--- src/rtl/spim_pkg.sv ---
package spim_pkg;
   typedef enum logic [2:0] {
      ST_IDLE,
      ST_LEAD,
      ST_SHIFT,
      ST_GAP,
      ST_TAIL
   } spim_state_e;
endpackage

--- src/rtl/spim_clkgen.sv ---
module spim_clkgen #(
   parameter int PRESC_W = 3
) (
   input  logic               clk,
   input  logic               rst_n,
   input  logic               clr,
   input  logic               run,
   input  logic [PRESC_W-1:0] presc,
   output logic               tick
);
   localparam int CNT_W = (1 << PRESC_W) - 1;

   logic [CNT_W-1:0] cnt;
   logic [CNT_W-1:0] lim;

   // half SCK period is 2^presc system clocks
   assign lim  = (CNT_W'(1) << presc) - CNT_W'(1);
   assign tick = run && (cnt == lim);

   always_ff @(posedge clk or negedge rst_n) begin
      if (!rst_n)            cnt <= '0;
      else if (clr || tick)  cnt <= '0;
      else if (run)          cnt <= cnt + CNT_W'(1);
   end
endmodule

--- src/rtl/spim_edge_dec.sv ---
module spim_edge_dec #(
   parameter int EDGE_W = 5
) (
   input  logic [EDGE_W-1:0] edge_idx,
   input  logic [EDGE_W-1:0] last_idx,
   input  logic              cpha,
   output logic              do_sample,
   output logic              do_shift,
   output logic              is_last
);
   logic odd;
   logic first;

   assign odd     = edge_idx[0];
   assign first   = (edge_idx == '0);
   assign is_last = (edge_idx == last_idx);

   // even edges lead; phase picks which class samples, the other shifts
   assign do_sample = cpha ? odd : !odd;
   assign do_shift  = cpha ? (!odd && !first) : (odd && !is_last);
endmodule

--- src/rtl/spim_crc_reg.sv ---
module spim_crc_reg #(
   parameter int W       = 16,
   parameter int SHORT_W = 8
) (
   input  logic         clk,
   input  logic         rst_n,
   input  logic         clr,
   input  logic         step,
   input  logic         bit_in,
   input  logic         wide,
   input  logic [W-1:0] poly,
   output logic [W-1:0] crc
);
   logic         top;
   logic         fb;
   logic [W-1:0] mask;
   logic [W-1:0] nxt;

   assign mask = {{(W-SHORT_W){wide}}, {SHORT_W{1'b1}}};
   assign top  = wide ? crc[W-1] : crc[SHORT_W-1];
   assign fb   = top ^ bit_in;
   assign nxt  = ((crc << 1) ^ (fb ? poly : '0)) & mask;

   always_ff @(posedge clk or negedge rst_n) begin
      if (!rst_n)     crc <= '0;
      else if (clr)   crc <= '0;
      else if (step)  crc <= nxt;
   end
endmodule

--- src/rtl/spim_crc_master.sv ---
module spim_crc_master
   import spim_pkg::*;
#(
   parameter int DATA_W  = 16,
   parameter int SHORT_W = 8,
   parameter int PRESC_W = 3
) (
   input  logic               clk,
   input  logic               rst_n,
   input  logic [PRESC_W-1:0] cfg_presc,
   input  logic               cfg_cpol,
   input  logic               cfg_cpha,
   input  logic               cfg_wide,
   input  logic               cfg_txonly,
   input  logic [DATA_W-1:0]  crc_poly,
   input  logic               tx_crc_after,
   input  logic               tx_crc_init,
   input  logic [DATA_W-1:0]  tx_data,
   input  logic               tx_valid,
   output logic               tx_ready,
   output logic [DATA_W-1:0]  rx_data,
   output logic               rx_valid,
   output logic               busy,
   output logic               crc_err,
   output logic               sck,
   output logic               mosi,
   input  logic               miso,
   output logic               cs_n
);
   localparam int EDGE_W = $clog2(2 * DATA_W);
   localparam logic [EDGE_W-1:0] LAST_WIDE   = EDGE_W'(2 * DATA_W - 1);
   localparam logic [EDGE_W-1:0] LAST_NARROW = EDGE_W'(2 * SHORT_W - 1);

   initial begin
      assert (DATA_W > SHORT_W && SHORT_W >= 2)
         else $error("frame widths: DATA_W must exceed SHORT_W >= 2");
      assert (PRESC_W >= 1 && PRESC_W <= 4)
         else $error("PRESC_W out of range 1..4");
   end

   spim_state_e         state;
   logic [PRESC_W-1:0]  r_presc;
   logic                r_cpha, r_wide, r_txonly, r_crc_after, crc_phase;
   logic [DATA_W-1:0]   r_poly, tx_sh, rx_sh, frame_mask;
   logic [EDGE_W-1:0]   edge_cnt, last_idx;
   logic                tail_cnt, fin;
   logic                tick, edge_go, do_sample, do_shift, is_last;
   logic                accept, crc_clr, crc_step;
   logic [1:0]          crc_bit;
   logic [DATA_W-1:0]   crc_val [2];

   assign tx_ready   = (state == ST_IDLE);
   assign busy       = (state != ST_IDLE);
   assign accept     = tx_valid && tx_ready;
   assign frame_mask = {{(DATA_W-SHORT_W){r_wide}}, {SHORT_W{1'b1}}};
   assign last_idx   = r_wide ? LAST_WIDE : LAST_NARROW;
   assign mosi       = r_wide ? tx_sh[DATA_W-1] : tx_sh[SHORT_W-1];
   assign edge_go    = (state == ST_SHIFT) && tick;

   spim_clkgen #(.PRESC_W(PRESC_W)) u_clkgen (
      .clk   (clk),
      .rst_n (rst_n),
      .clr   (accept),
      .run   (busy),
      .presc (r_presc),
      .tick  (tick)
   );

   spim_edge_dec #(.EDGE_W(EDGE_W)) u_edge (
      .edge_idx  (edge_cnt),
      .last_idx  (last_idx),
      .cpha      (r_cpha),
      .do_sample (do_sample),
      .do_shift  (do_shift),
      .is_last   (is_last)
   );

   // index 0 follows MOSI, index 1 follows MISO
   assign crc_bit  = {miso, mosi};
   assign crc_clr  = accept && tx_crc_init;
   assign crc_step = edge_go && do_sample && !crc_phase;

   for (genvar g = 0; g < 2; g++) begin : g_crc
      spim_crc_reg #(.W(DATA_W), .SHORT_W(SHORT_W)) u_crc (
         .clk    (clk),
         .rst_n  (rst_n),
         .clr    (crc_clr),
         .step   (crc_step),
         .bit_in (crc_bit[g]),
         .wide   (r_wide),
         .poly   (r_poly),
         .crc    (crc_val[g])
      );
   end

   always_ff @(posedge clk or negedge rst_n) begin
      if (!rst_n) begin
         state       <= ST_IDLE;
         cs_n        <= 1'b1;
         sck         <= 1'b0;
         r_presc     <= '0;
         r_cpha      <= 1'b0;
         r_wide      <= 1'b0;
         r_txonly    <= 1'b0;
         r_crc_after <= 1'b0;
         r_poly      <= '0;
         crc_phase   <= 1'b0;
         tx_sh       <= '0;
         rx_sh       <= '0;
         edge_cnt    <= '0;
         tail_cnt    <= 1'b0;
         fin         <= 1'b0;
         rx_data     <= '0;
         rx_valid    <= 1'b0;
         crc_err     <= 1'b0;
      end else begin
         rx_valid <= 1'b0;
         fin      <= 1'b0;
         case (state)
            ST_IDLE: begin
               sck <= cfg_cpol;
               if (tx_valid) begin
                  r_presc     <= cfg_presc;
                  r_cpha      <= cfg_cpha;
                  r_wide      <= cfg_wide;
                  r_txonly    <= cfg_txonly;
                  r_crc_after <= tx_crc_after;
                  r_poly      <= crc_poly;
                  tx_sh       <= tx_data & {{(DATA_W-SHORT_W){cfg_wide}}, {SHORT_W{1'b1}}};
                  crc_phase   <= 1'b0;
                  crc_err     <= 1'b0;
                  cs_n        <= 1'b0;
                  state       <= ST_LEAD;
               end
            end
            ST_LEAD: begin
               if (tick) begin
                  edge_cnt <= '0;
                  state    <= ST_SHIFT;
               end
            end
            ST_SHIFT: begin
               if (tick) begin
                  sck <= !sck;
                  if (do_sample) rx_sh <= {rx_sh[DATA_W-2:0], miso};
                  if (do_shift)  tx_sh <= tx_sh << 1;
                  if (is_last) begin
                     fin      <= 1'b1;
                     tail_cnt <= 1'b0;
                     state    <= (r_crc_after && !crc_phase) ? ST_GAP : ST_TAIL;
                  end else begin
                     edge_cnt <= edge_cnt + EDGE_W'(1);
                  end
               end
            end
            ST_GAP: begin
               if (tick) begin
                  tx_sh     <= crc_val[0];
                  crc_phase <= 1'b1;
                  edge_cnt  <= '0;
                  state     <= ST_SHIFT;
               end
            end
            ST_TAIL: begin
               if (tick) begin
                  if (tail_cnt) begin
                     cs_n  <= 1'b1;
                     state <= ST_IDLE;
                  end else begin
                     tail_cnt <= 1'b1;
                  end
               end
            end
            default: state <= ST_IDLE;
         endcase

         // frame completion, one clock after its last edge
         if (fin && !r_txonly) begin
            if (!crc_phase) begin
               rx_valid <= 1'b1;
               rx_data  <= rx_sh & frame_mask;
            end else if ((rx_sh & frame_mask) != crc_val[1]) begin
               crc_err <= 1'b1;
            end
         end
      end
   end
endmodule

--- config.mk ---
export PLATFORM = sky130hd
export DESIGN_NAME = spim_crc_master
export DESIGN_NICKNAME = d
export VERILOG_FILES = /design/src/rtl/spim_pkg.sv /design/src/rtl/spim_clkgen.sv /design/src/rtl/spim_edge_dec.sv /design/src/rtl/spim_crc_reg.sv /design/src/rtl/spim_crc_master.sv
export SDC_FILE = /design/constraint.sdc
export NUM_CORES = 1
export LEC_CHECK = 0
export ABC_AREA = 1
export BUFFER_PORTS_ARGS = -buffer_cell sky130_fd_sc_hd__buf_4
export CAP_MARGIN = 20
export CORE_UTILIZATION = 40
export CTS_BUF_LIST = sky130_fd_sc_hd__clkbuf_2 sky130_fd_sc_hd__clkbuf_4 sky130_fd_sc_hd__clkbuf_8
export CTS_CLUSTER_SIZE = 25
export DETAILED_ROUTE_END_ITERATION = 10
export PLACE_DENSITY = 0.68
export SETUP_SLACK_MARGIN = 0.15
export SYNTH_ARGS = -nofsm -noshare
export SYNTH_HDL_FRONTEND = slang
export SYNTH_SLANG_ARGS = --single-unit
--- constraint.sdc ---
create_clock -name clk -period 2.81 [get_ports clk]
set_clock_uncertainty 0.05 [all_clocks]
set_input_delay 0.4215 -clock clk [delete_from_list [all_inputs] [get_ports clk]]
set_output_delay 0.4215 -clock clk [all_outputs]
set_load 0.005 [all_outputs]
==> insert_results.sql <==
INSERT INTO impl_metrics (metric_group, metric, value, unit) VALUES
('finish', 'n_fill_cell', '1607', ''),
('sta', 'timing.final.setup_violations', '0', ''),
('grt', 'grt_antenna_before_repair', '0', ''),
('synth', 'synth_seq_cells', '125', ''),
('grt', 'grt.met2_usage', '0.3100', ''),
('clocking', 'cts_root_buf', 'clkbuf_8', ''),
('finish', 'flow.area_growth_from_synthesis', '19.62', '%'),
('detailed_routing', 'via_per_inst', '5.056', ''),
('detailed_routing', 'num_vias', '5850', ''),
('sta', 'fmax', '0.4011', 'GHz'),
('placement', 'gpl.final_weighted_congestion', '0.8400', ''),
('grt', 'global_route_wire_length_before_repair', '27210', 'um'),
('synth', 'synthCells', '850', ''),
('worst_setup_path', 'critical_path_arrival', '2840', 'ps'),
('grt', 'top_usage_layer', 'met2', ''),
('sta', 'shortest_clock_period_the_worst_path_allows_after_layout', '2493', 'ps'),
('synth', 'ranking_of_synthesized_cells_by_instance_count', '301 x nand2_1, 124 x dfrtp_1, 94 x nand3_1', ''),
('min_path', 'holdCritPathClass', 'in -> reg', ''),
('grt', 'globalRouteOverflowTotal', '0', ''),
('grt', 'grt_use_total', '0.2108', ''),
('finish', 'num_antenna_cells', '0', ''),
('floorplanning', 'floorplan.initialDensity', '0.4129', ''),
('flow_run', 'max-cap-violations', '0', ''),
('power_and_ir_drop', 'vdd.ir_drop.worst', '0.4774', 'mV'),
('sta', 'maxSlewViolCount', '0', ''),
('clocking', 'cts_tree', 'done', ''),
('sta', 'timing_hold_violations_final', '0', ''),
('synth', 'ys_dominant_reg_cell', 'dfrtp_1', ''),
('grt', 'grt_use_met3', '0.04764', ''),
('worst_setup_path', 'worstPathMaxFanout', '9', ''),
('synth', 'sequential_cell_area_fraction_in_the_yosys_report', '0.4737', ''),
('detailed_routing', 'post_drt_wl_per_cell', '14.43', 'um'),
('sta', 'final.period_utilization', '0.8873', ''),
('power_and_ir_drop', 'power_per_cell_area', '932.0', 'nW/um^2'),
('sta', 'pin_slew_with_the_least_headroom_to_its_limit', '729.4', 'ps'),
('sta', 'tns', '0', 'ps'),
('worst_setup_path', 'setup.worst_path.class', 'reg -> reg', ''),
('sta', 'max_slew_margin', '0.5132', ''),
('synth', 'post-synth-top-count-cell', 'nand2_1', ''),
('detailed_routing', 'drtPass1Iterations', '6', ''),
('floorplanning', 'rows', '46', ''),
('synth', 'synth_enable_flop_cells', '0', ''),
('finish', 'share_of_final_layout_standard_cells_stronger_than_drive_strength_1', '0.1690', ''),
('synth', 'syn-mean-instance-area', '7.772', 'um^2'),
('sta', 'fin_hold_ws', '99.63', 'ps'),
('detailed_routing', 'detail-route-antenna-nets', '0', ''),
('synth', 'yosys.area.top_type', 'dfrtp_1', ''),
('outcome', 'result_of_the_run', 'completed', ''),
('synth', 'ys_async_sr_fraction', '1.000', ''),
('clocking', 'cts_max_path_buffers', '2', ''),
('floorplanning', 'die_height', '130.5', 'um'),
('grt', 'grt_max_degree', '74', ''),
('detailed_routing', 'detailedRoute.firstIterationViolations', '435', ''),
('worst_setup_path', 'setup.worst_path.end_class', 'flop', ''),
('synth', 'synth_warnings', '0', ''),
('floorplanning', 'fp.dieArea', '17030', 'um^2'),
('finish', 'final_net_count', '977', ''),
('floorplanning', 'top_level_ports', '68', ''),
('power_and_ir_drop', 'p_leak', '3.938', 'nW'),
('synth', 'share_of_yosys_cell_area_claimed_by_the_top_area_cell_type', '0.4697', ''),
('worst_setup_path', 'critPathRequiredTime', '3160', 'ps'),
('detailed_routing', 'drt-total-wl', '16700', 'um'),
('clocking', 'worstSkewPairLatency', '460', 'ps'),
('clocking', 'cts_made_buffers', '17', ''),
('synth', 'syn-cell-area', '6606', 'um^2'),
('grt', 'grt_pass1_vias', '5346', ''),
('floorplanning', 'core-area', '16000', 'um^2'),
('floorplanning', 'width_of_the_die', '130.5', 'um'),
('clocking', 'htreeDepth', '4', ''),
('placement', 'placement.io_buffers', '67', ''),
('clocking', 'cts_sinks', '125', ''),
('grt', 'met1_usage', '0.2986', ''),
('synth', 'number_of_library_cell_types_mapped_by_synthesis', '31', ''),
('placement', 'dp_hpwl', '11630', 'um'),
('synth', 'synth_top_cells_by_area', 'dfrtp_1 47%, nand2_1 17%, nand3_1 7.1%', ''),
('worst_setup_path', 'worstSetupStartpointType', 'flop', ''),
('sta', 'grt_setup_unrepaired', 'false', ''),
('detailed_routing', 'remaining_routing_drc_violations', '0', ''),
('synth', 'synth.net_count', '899', ''),
('clocking', 'clk_pin_slew_worst_paths', '70', 'ps');
-- flip-flops by register name, indices dropped and copies added (netlist names), 3 cells and up --
| register | count |
|---|---|
| r_poly | 16 |
| rx_data | 16 |
| state | 3 |
| edge_cnt | 5 |
| tx_sh | 16 |
| g_crc.u_crc.crc | 32 |
| r_presc | 3 |
| u_clkgen.cnt | 7 |
| rx_sh | 16 |
-- stage by stage --
stage / util / total power [mW] / std cells / cell area (um^2) / setup slack (ps)
after CTS: 0.4869 / 7.129 / 1145 / 7791 / 228.9
after detailed placement: 0.4590 / 5.355 / 1112 / 7345 / 253.6
after global routing: 0.4939 / 7.908 / 1157 / 7903 / 149.7
after floorplan: - / 4.595 / 850 / 6606 / 521.9
after global placement: 0.4590 / 5.319 / 1112 / 7345 / 296.1
final: 0.4939 / 7.365 / 1157 / 7903 / 316.7
-- worst paths after layout --
kind                              from           to  slack [ps]  cells past startpoint
max                         r_presc[1]     tx_sh[9]         320                     16
min                        crc_poly[3]    r_poly[3]         100                      3
max reg2reg                 r_presc[1]     tx_sh[9]         320                     16
min reg2reg                   tx_sh[9]     tx_sh[9]         420                      2
max in group asynchronous        rst_n  rx_data[10]        1540                      3
min in group asynchronous        rst_n  edge_cnt[0]         410                      2
-- kinds of logic after synthesis --
group | count (synthesis) | synth area share
and+or+nand+nor | 486 | 0.3176
DFF | 125 | 0.4737
buffers and inverters | 113 | 0.07367
AOI/OAI and AO/OA | 75 | 0.06515
xor gates and xnor gates | 47 | 0.06231
adders and majority gates | 4 | 0.007576
-- worst max-delay path, stage by stage (launching register included) --
cell and delay (ps):
dfrtp_2 480, nor2_4 160, nand2_1 90, ha_2 320
inv_1 40, nand2_1 40, nand2_1 50, nor2_2 110
nand3_1 90, nor2_2 130, nand3_4 170, a21oi_4 220
buf_12 150, buf_4 110, buf_4 90, nand3_1 70
nand2_1 70
-- cell type report --
| cell class | instances | area, um^2 | area share |
|---|---|---|---|
| Multi-Input combinational cell | 613 | 3004 | 0.3801 |
| Timing Repair Buffer | 96 | 778.2 | 0.09848 |
| Sequential cell | 125 | 3132 | 0.3963 |
| Clock inverter | 12 | 167.7 | 0.02122 |
| Inverter | 75 | 281.5 | 0.03562 |
| Tap cell | 216 | 270.3 | 0.03420 |
| Clock buffer | 20 | 269.0 | 0.03404 |
-- per-layer routing --
layer,vias up,routed length [um]
met2,186,7549
met1,2736,7910
met5,-,0
met4,0,310
li1,2901,-
met3,27,930
-- power breakdown --
group / leakage, nW / total [mW] / switching, mW / internal (mW)
registers: 1.67 / 2.48 / 0.305 / 2.17
clock network: 0.218 / 1.75 / 0.739 / 1.01
logic: 2.05 / 3.14 / 2.02 / 1.12
total: 3.94 / 7.37 / 3.06 / 4.31
-- cell usage in the layout (no fill, tap or decap), types with 19 or more instances in the layout --
master / synthesis / routed
xnor2_1: 20 / 20
clkbuf_8: 0 / 19
xor2_1: 27 / 27
nand2_1: 301 / 301
nor2_1: 35 / 35
nand3_1: 94 / 94
o21ai_0: 51 / 51
inv_1: 60 / 60
dfrtp_1: 124 / 122
nand4_1: 38 / 38
buf_4: 7 / 88
-- timing repair --
| action | 4_1_cts | 5_1_grt |
|---|---|---|
| endpoints found under the setup margin | 0 | 64 |
| resized for setup | 0 | 5 |
| buffers inserted | 0 | 10 |
| hold buffers | 1 | 0 |
| hold endpoints to repair | 29 | 0 |
No activity file was read; power rests on OpenSTA's default activity.
